[config.mk]
export PLATFORM = sky130hd
export DESIGN_NAME = lru_bus_arbiter
export DESIGN_NICKNAME = d
export VERILOG_FILES = /design/src/rtl/lru_arb_pkg.sv /design/src/rtl/lru_order_list.sv /design/src/rtl/lru_pick.sv /design/src/rtl/lru_bus_arbiter.sv
export SDC_FILE = /design/constraint.sdc
export NUM_CORES = 1
export LEC_CHECK = 0
export BUFFER_PORTS_ARGS = -buffer_cell sky130_fd_sc_hd__buf_4
export CAP_MARGIN = 20
export CELL_PAD_IN_SITES_DETAIL_PLACEMENT = 0
export CELL_PAD_IN_SITES_GLOBAL_PLACEMENT = 2
export CORE_MARGIN = 5
export CORE_UTILIZATION = 29
export DETAILED_ROUTE_END_ITERATION = 10
export PLACE_DENSITY_LB_ADDON = 0.1
export SLEW_MARGIN = 20
export SYNTH_ARGS = -nofsm -noshare
export SYNTH_HDL_FRONTEND = slang
export SYNTH_SLANG_ARGS = --single-unit
[constraint.sdc]
create_clock -name clk -period 2 [get_ports clk]
set_clock_uncertainty 0.1 [all_clocks]
set_input_delay 0 -clock clk [delete_from_list [all_inputs] [get_ports clk]]
set_output_delay 0 -clock clk [all_outputs]
set_load 0.03 [all_outputs]
[src/rtl/lru_arb_pkg.sv]
`timescale 1ns/1ps
// Package: shared helpers for the least-recently-used arbiter.
// Assumes: parameter values are small positive integers.
package lru_arb_pkg;

    // Width of an index into a list of n entries; at least one bit.
    function automatic int unsigned idx_bits(input int unsigned n);
        return (n < 2) ? 1 : $clog2(n);
    endfunction

endpackage

[src/rtl/lru_order_list.sv]
`timescale 1ns/1ps
// Module: lru_order_list
// Holds the ranked list of master indices, with position 0 at the top.
// When upd_en is set, the entry at win_pos is moved to the bottom and the
// entries below it rise by one place. Entries above it stay put.
// Assumes: win_pos < N whenever upd_en is set.
module lru_order_list #(
    parameter int N  = 4,
    parameter int IW = 2
) (
    input  logic            clk,
    input  logic            rst_n,
    input  logic            upd_en,
    input  logic [IW-1:0]   win_pos,
    output logic [N*IW-1:0] list_flat
);

    logic [IW-1:0] ent_q [N];
    logic [IW-1:0] ent_d [N];
    logic [IW-1:0] mover;

    // Index of the master that leaves its slot on this update.
    always_comb mover = ent_q[win_pos];

    for (genvar p = 0; p < N; p++) begin : g_slot
        if (p == N - 1) begin : g_bottom
            // The bottom slot receives the mover on an update.
            always_comb ent_d[p] = upd_en ? mover : ent_q[p];
        end else begin : g_mid
            // Slots at or below the winner take their lower neighbour's entry.
            always_comb begin
                if (upd_en && (IW'(p) >= win_pos))
                    ent_d[p] = ent_q[p+1];
                else
                    ent_d[p] = ent_q[p];
            end
        end

        // Slot register: reset to the identity order, otherwise load the next value.
        always_ff @(posedge clk) begin
            if (!rst_n)
                ent_q[p] <= IW'(p);
            else
                ent_q[p] <= ent_d[p];
        end

        // Expose the slot on the flat bus, top of the list in the low bits.
        assign list_flat[p*IW +: IW] = ent_q[p];
    end

endmodule

[src/rtl/lru_pick.sv]
`timescale 1ns/1ps
// Module: lru_pick
// Purely combinational resolver. It maps each list position to that
// master's request, picks the highest-ranked position with a request,
// and drives a one-hot grant.
// Assumes: list_flat holds a permutation of 0..N-1.
module lru_pick #(
    parameter int N  = 4,
    parameter int IW = 2
) (
    input  logic [N-1:0]    req,
    input  logic [N*IW-1:0] list_flat,
    output logic [N-1:0]    grant,
    output logic            valid,
    output logic [IW-1:0]   win_pos
);

    logic [N-1:0]  hit;
    logic [IW-1:0] win_idx;

    for (genvar p = 0; p < N; p++) begin : g_hit
        // Is the master ranked at position p requesting?
        assign hit[p] = req[list_flat[p*IW +: IW]];
    end

    // Priority encoder: the smallest position with a hit wins.
    always_comb begin
        win_pos = '0;
        for (int p = N - 1; p >= 0; p--) begin
            if (hit[p]) win_pos = IW'(p);
        end
    end

    // Look up the winning master index and form the one-hot grant.
    always_comb begin
        valid   = |hit;
        win_idx = list_flat[win_pos*IW +: IW];
        grant   = valid ? (N'(1) << win_idx) : '0;
    end

endmodule

[src/rtl/lru_bus_arbiter.sv]
`timescale 1ns/1ps
// Module: lru_bus_arbiter (top)
// Central least-recently-used arbiter for N bus masters. The grant is
// combinational from req and the stored list. The list is reordered on
// an advance strobe while a grant is valid.
// Assumes: advance is sampled on the rising clock edge that ends a bus cycle.
module lru_bus_arbiter #(
    parameter int N = 4
) (
    input  logic         clk,
    input  logic         rst_n,
    input  logic [N-1:0] req,
    input  logic         advance,
    output logic [N-1:0] grant,
    output logic         grant_valid
);

    localparam int IW = lru_arb_pkg::idx_bits(N);

    logic [N*IW-1:0] list_flat;
    logic [IW-1:0]   win_pos;
    logic            upd_en;

    // Commit the grant only when the cycle ends and someone actually won.
    assign upd_en = advance & grant_valid;

    lru_order_list #(.N(N), .IW(IW)) u_list (
        .clk       (clk),
        .rst_n     (rst_n),
        .upd_en    (upd_en),
        .win_pos   (win_pos),
        .list_flat (list_flat)
    );

    lru_pick #(.N(N), .IW(IW)) u_pick (
        .req       (req),
        .list_flat (list_flat),
        .grant     (grant),
        .valid     (grant_valid),
        .win_pos   (win_pos)
    );

endmodule

## Word level (Yosys, flattened, before mapping)

Memory sizes are Yosys's and may differ from the RTL's.
Cells that the tools add are included.

- Bits in read-only memories: 0
- Logic and storage cells: 42
- Bits in latches: 0
- Output and inout bits: 5
- Register bits after elaboration: 0
- RAM bits: 8
- Memories: 1

- Muxes and demuxes: 23
- Equality and inequality tests: 0
- Bitwise logic cells: 5
- Shift operators: 2
- Add/sub/neg operators: 0
- Multipliers: 0
- Divide/modulo/power cells: 0
- Magnitude comparators: 7
- Reduce and logical (&&, ||, !) cells: 4

Memory list:

| name | words | bits a word | read ports | clocked after Yosys merged registers in | wr ports | line | RTL |
|---|---|---|---|---|---|---|---|
| u_list.ent_q | 4 | 2 | 5 | 0 | 4 | lru_order_list.sv:18 | `logic [IW-1:0] ent_q [N];` |

Operators by type and width:

| cell | number |
|---|---|
| two-way mux 2 bit | 12 |
| less-than comparator 2 x 3 -> 1 bit (second input constant) | 4 |
| binary-select mux 1 bit (select 2 bit) | 4 |
| indexed part select 8 x 4 -> 2 bit | 1 |
| two-way mux 1 bit | 6 |
| greater-or-equal comparator 1 x 2 -> 1 bit (first input constant) | 2 |
| two-way mux 4 bit | 1 |
| OR 1 bit | 4 |
| OR reduction 4 bit | 1 |
| << shifter 1 x 2 -> 4 bit (first input constant) | 1 |
| logical AND 1 bit | 3 |
| greater-or-equal comparator 2 bit (first input constant) | 1 |
| bitwise AND 1 bit | 1 |

## Logic depth before layout (Yosys ltp)

- Depth after elaboration: 10
- Depth in mapped cells: 5
- Depth with buffers taken out: 4

## Modules after synthesis

Synthesis repeated with hierarchy kept, for this count alone.

- Cell total of the unflattened synthesis: 75
- Area, all modules: 680.7 um^2

By module, submodules not included:

| module | instances | cells an instance | area an instance (um^2) |
|---|---|---|---|
| lru_order_list | 1 | 35 | 354.1 |
| lru_pick | 1 | 39 | 320.3 |
| lru_bus_arbiter | 1 | 1 | 6.3 |

## Worst setup path after synthesis

Ideal clock, no wire load.

- Path kind: reg-to-output
- Start point: mem u_list.ent_q[2][0]
- End point: out grant[2]
- Required time: 1900 ps
- Arrival: 2212 ps
- Buffers on the path: 1
- Path slack: -312 ps
- Cell stages (with the launch flop): 6
- Cell sequence: dfxtp_1 > mux4_2 > buf_2 > nor3b_1 > o21ai_1 > a211oi_1

RTL lines:

| what | line | RTL |
|---|---|---|
| start, declared | lru_order_list.sv:18 |  |
| end, declared | lru_bus_arbiter.sv:14 | `output logic [N-1:0] grant,` |

==> flow_summary.toml <==
[outcome]
status = "finished with violations"
violations = "negative setup slack"

[clocking]
htreeDepth = 1
cts.sinks = 8
cts_buffers = 3
cts-root-buf = "clkbuf_4"
cts_tree = "yes"
clk_pin_slew_ps = 60
clock_path_buffers = 2
insertion_delay_ps = 260

[yosys]
synth_cells = 72
syn-num-nets = 79
yosysSeqAreaShare = 0.244
ys_async_sr_fraction = 0
muxShareOfSynthArea = 0.248
synth-adder-area-share = 0
ys_dominant_reg_cell = "dfxtp_1"
synth_top_family_by_area = "multiplexers"
synth_edf_count = 0
synth.area.top_cells = "dfxtp_1 (24%), mux4_2 (14%), mux2i_1 (7.6%)"
synthDistinctLibCells = 32
synth_area_leader_cell = "dfxtp_1"
avgSynthCellArea_um2 = 9.11
netlist_area_um2 = 656
synth_simple_gate_area_frac = 0.246
yosys_warnings = 0
synth_compound_area_frac = 0.218
synth_xor_area_frac = 0
yosys_register_bits = 8
synth_top_area_frac = 0.244

[drt]
wl_per_cell_um = 15.9
wl_um = 2140
drc = 0
drt-initial-drc-count = 21
ant_nets = 0
viasPerCell = 5.26
dr.pass1.iters = 5
vias = 710

[grt]
grt_max_degree = 12
gr-total-overflow = 0
first_global_vias = 701
antenna_found_initial = 0
grtUsageTotal = 0.139
grt_pass1_wl_um = 3430

[hold_path]
hp-start = "req[0]"
whs_path_depth = 4
worstHoldEndpoint = "u_list.ent_q[1][0]$_SDFFE_PN1P_"
worstHoldPathType = "primary input to flip-flop"

[setup_path]
r2r-end = "u_list.ent_q[2][1]$_SDFFE_PN1P_"
reg2reg_depth = 7
worstSetupPathType = "flip-flop to output port"
slowest_stage = "mux4_2"
critPathLaunchType = "flip-flop"
cp_max_fo = 6
r2r_slack_ps = -10
cp-end-kind = "output port"
r2r-start = "u_list.ent_q[1][0]$_SDFFE_PN1P_"
cp.required_ps = 1900
arrival_ps = 2100
crit_chain = "mux4_2 -> or4_4 -> nand3_4 -> a211oi_2 -> buf_4"
max_stage_delay_ps = 620

[sta]
period_needed_ps = 2200
hold_viol = 0
layout_setup_ws_ps = -200
rsz0062_at_grt = "yes"
tightest_slew_ps = 339
slew_violations = 0
min_period_over_period = 1.10
timing.fmax_mhz = 454
hold_ws_ps = 413
setup_viol_count_final = 5
slew_headroom = 0.773

[floorplan]
initial_core_util = 0.299
ios = 12
rows = 17
core-area_um2 = 2190
chipHeight_um = 57.5
dieArea_um2 = 3310
fp.dieW_um = 57.5

[placed_design]
port_buffers = 11
hpwlAfterDp_um = 1550
globalplace.congestion = 0.737
placed_area_um2 = 915

[layout]
largest-register = "u_list.ent_q"
layout_common_cells = "buf_4 (25), nand2_1 (9), buf_6 (7), mux2i_1 (5), dfxtp_1 (5)"
largest_reg_flops = 8
finalInstanceArea_um2 = 1130
reg_top3 = "u_list.ent_q: 8 flops"
num_antenna_cells = 0
area_delta_synth_final_pct = 72.9
layout-drive-gt1-share = 0.579
final_common_cell = "buf_4"
layout.nets = 116

[pwr]
peakVddDrop_mv = 0.344
powerDensity_nw_per_um2 = 656
leakage_nw = 0.489
power_uw = 743

[job]
cap_violations = 0
==> per-layer routing <==
metal	global-route usage	vias to the layer above	share of wire
met2	0.213	18	0.49
li1	-	351	-
met1	0.186	339	0.47
met5	0	-	0
met3	0.0385	2	0.039
met4	0.0497	0	0.0079
==> kinds of logic after synthesis <==
family / count (synthesis)
AOI/OAI and AO/OA: 18
buffers and inverters: 7
DFF: 8
muxes: 11
and+or+nand+nor: 28
==> stage by stage <==
stage,setup WS (ps),util,std cells,setup TNS [ps]
3_3_place_gp,-12.8,0.417,126,-12.8
4_1_cts,-222,0.492,134,-889
2_1_floorplan,-61.0,-,72,-74.0
5_1_grt,-269,0.517,135,-1170
6_report,-200,0.517,135,-650
3_5_place_dp,-3.54,0.417,126,-3.54
==> Yosys cell counts, types with 2 or more instances <==
| cell | count |
|---|---|
| inv_1 | 4 |
| buf_2 | 2 |
| nand3b_1 | 3 |
| nor3b_1 | 2 |
| mux4_2 | 4 |
| mux2_2 | 2 |
| mux2i_1 | 5 |
| nand2_1 | 11 |
| nor2_1 | 2 |
| dfxtp_1 | 8 |
| a21boi_0 | 2 |
| a211oi_1 | 2 |
| o21ai_1 | 2 |
| o21ai_0 | 2 |
| o31a_1 | 2 |
| nand3_1 | 3 |
==> timing repair <==
item,CTS,global route
buffers inserted,2,1
gates cloned,1,0
pin swaps,3,5
endpoints found under the setup margin,5,8
gates resized for setup,17,13
hold buffers,2,0
endpoints found under the hold margin,8,0
==> critical path, delay by kind of cell (launching register included) <==
kind	cells	cell delay (ps)
AND/OR/NAND/NOR	2	640
multiplexers	1	620
flip-flops	1	350
buffers and inverters	1	180
AO/OA/AOI/OAI	1	50
==> final cells by class <==
type	count	area, µm²
clock buffer	3	22.5
fill	196	1060
inverter	4	15.0
multi-input combinational	58	611
sequential	8	164
tap	28	35.0
timing repair buffer	34	287
==> power breakdown <==
group	total, mW	internal [mW]	switching, mW
Sequential	0.191	0.178	0.0129
Clock	0.126	0.0689	0.0576
Combinational	0.426	0.217	0.209
==> worst max path at each step <==
stage	startpoint	endpoint	slack [ps]	cells after the start
5_1_grt	u_list.ent_q[2][0]$_SDFFE_PN0P_	grant[2]	-270	5
2_1_floorplan	u_list.ent_q[2][0]$_SDFFE_PN0P_	grant[2]	-60	5
3_5_place_dp	u_list.ent_q[2][0]$_SDFFE_PN0P_	grant[2]	-4	5
3_3_place_gp	u_list.ent_q[2][0]$_SDFFE_PN0P_	grant[2]	-10	5
6_report	u_list.ent_q[2][0]$_SDFFE_PN0P_	grant[2]	-200	5
4_1_cts	u_list.ent_q[2][0]$_SDFFE_PN0P_	grant[2]	-220	5
Note: power is estimated with default switching activity, not from simulation.
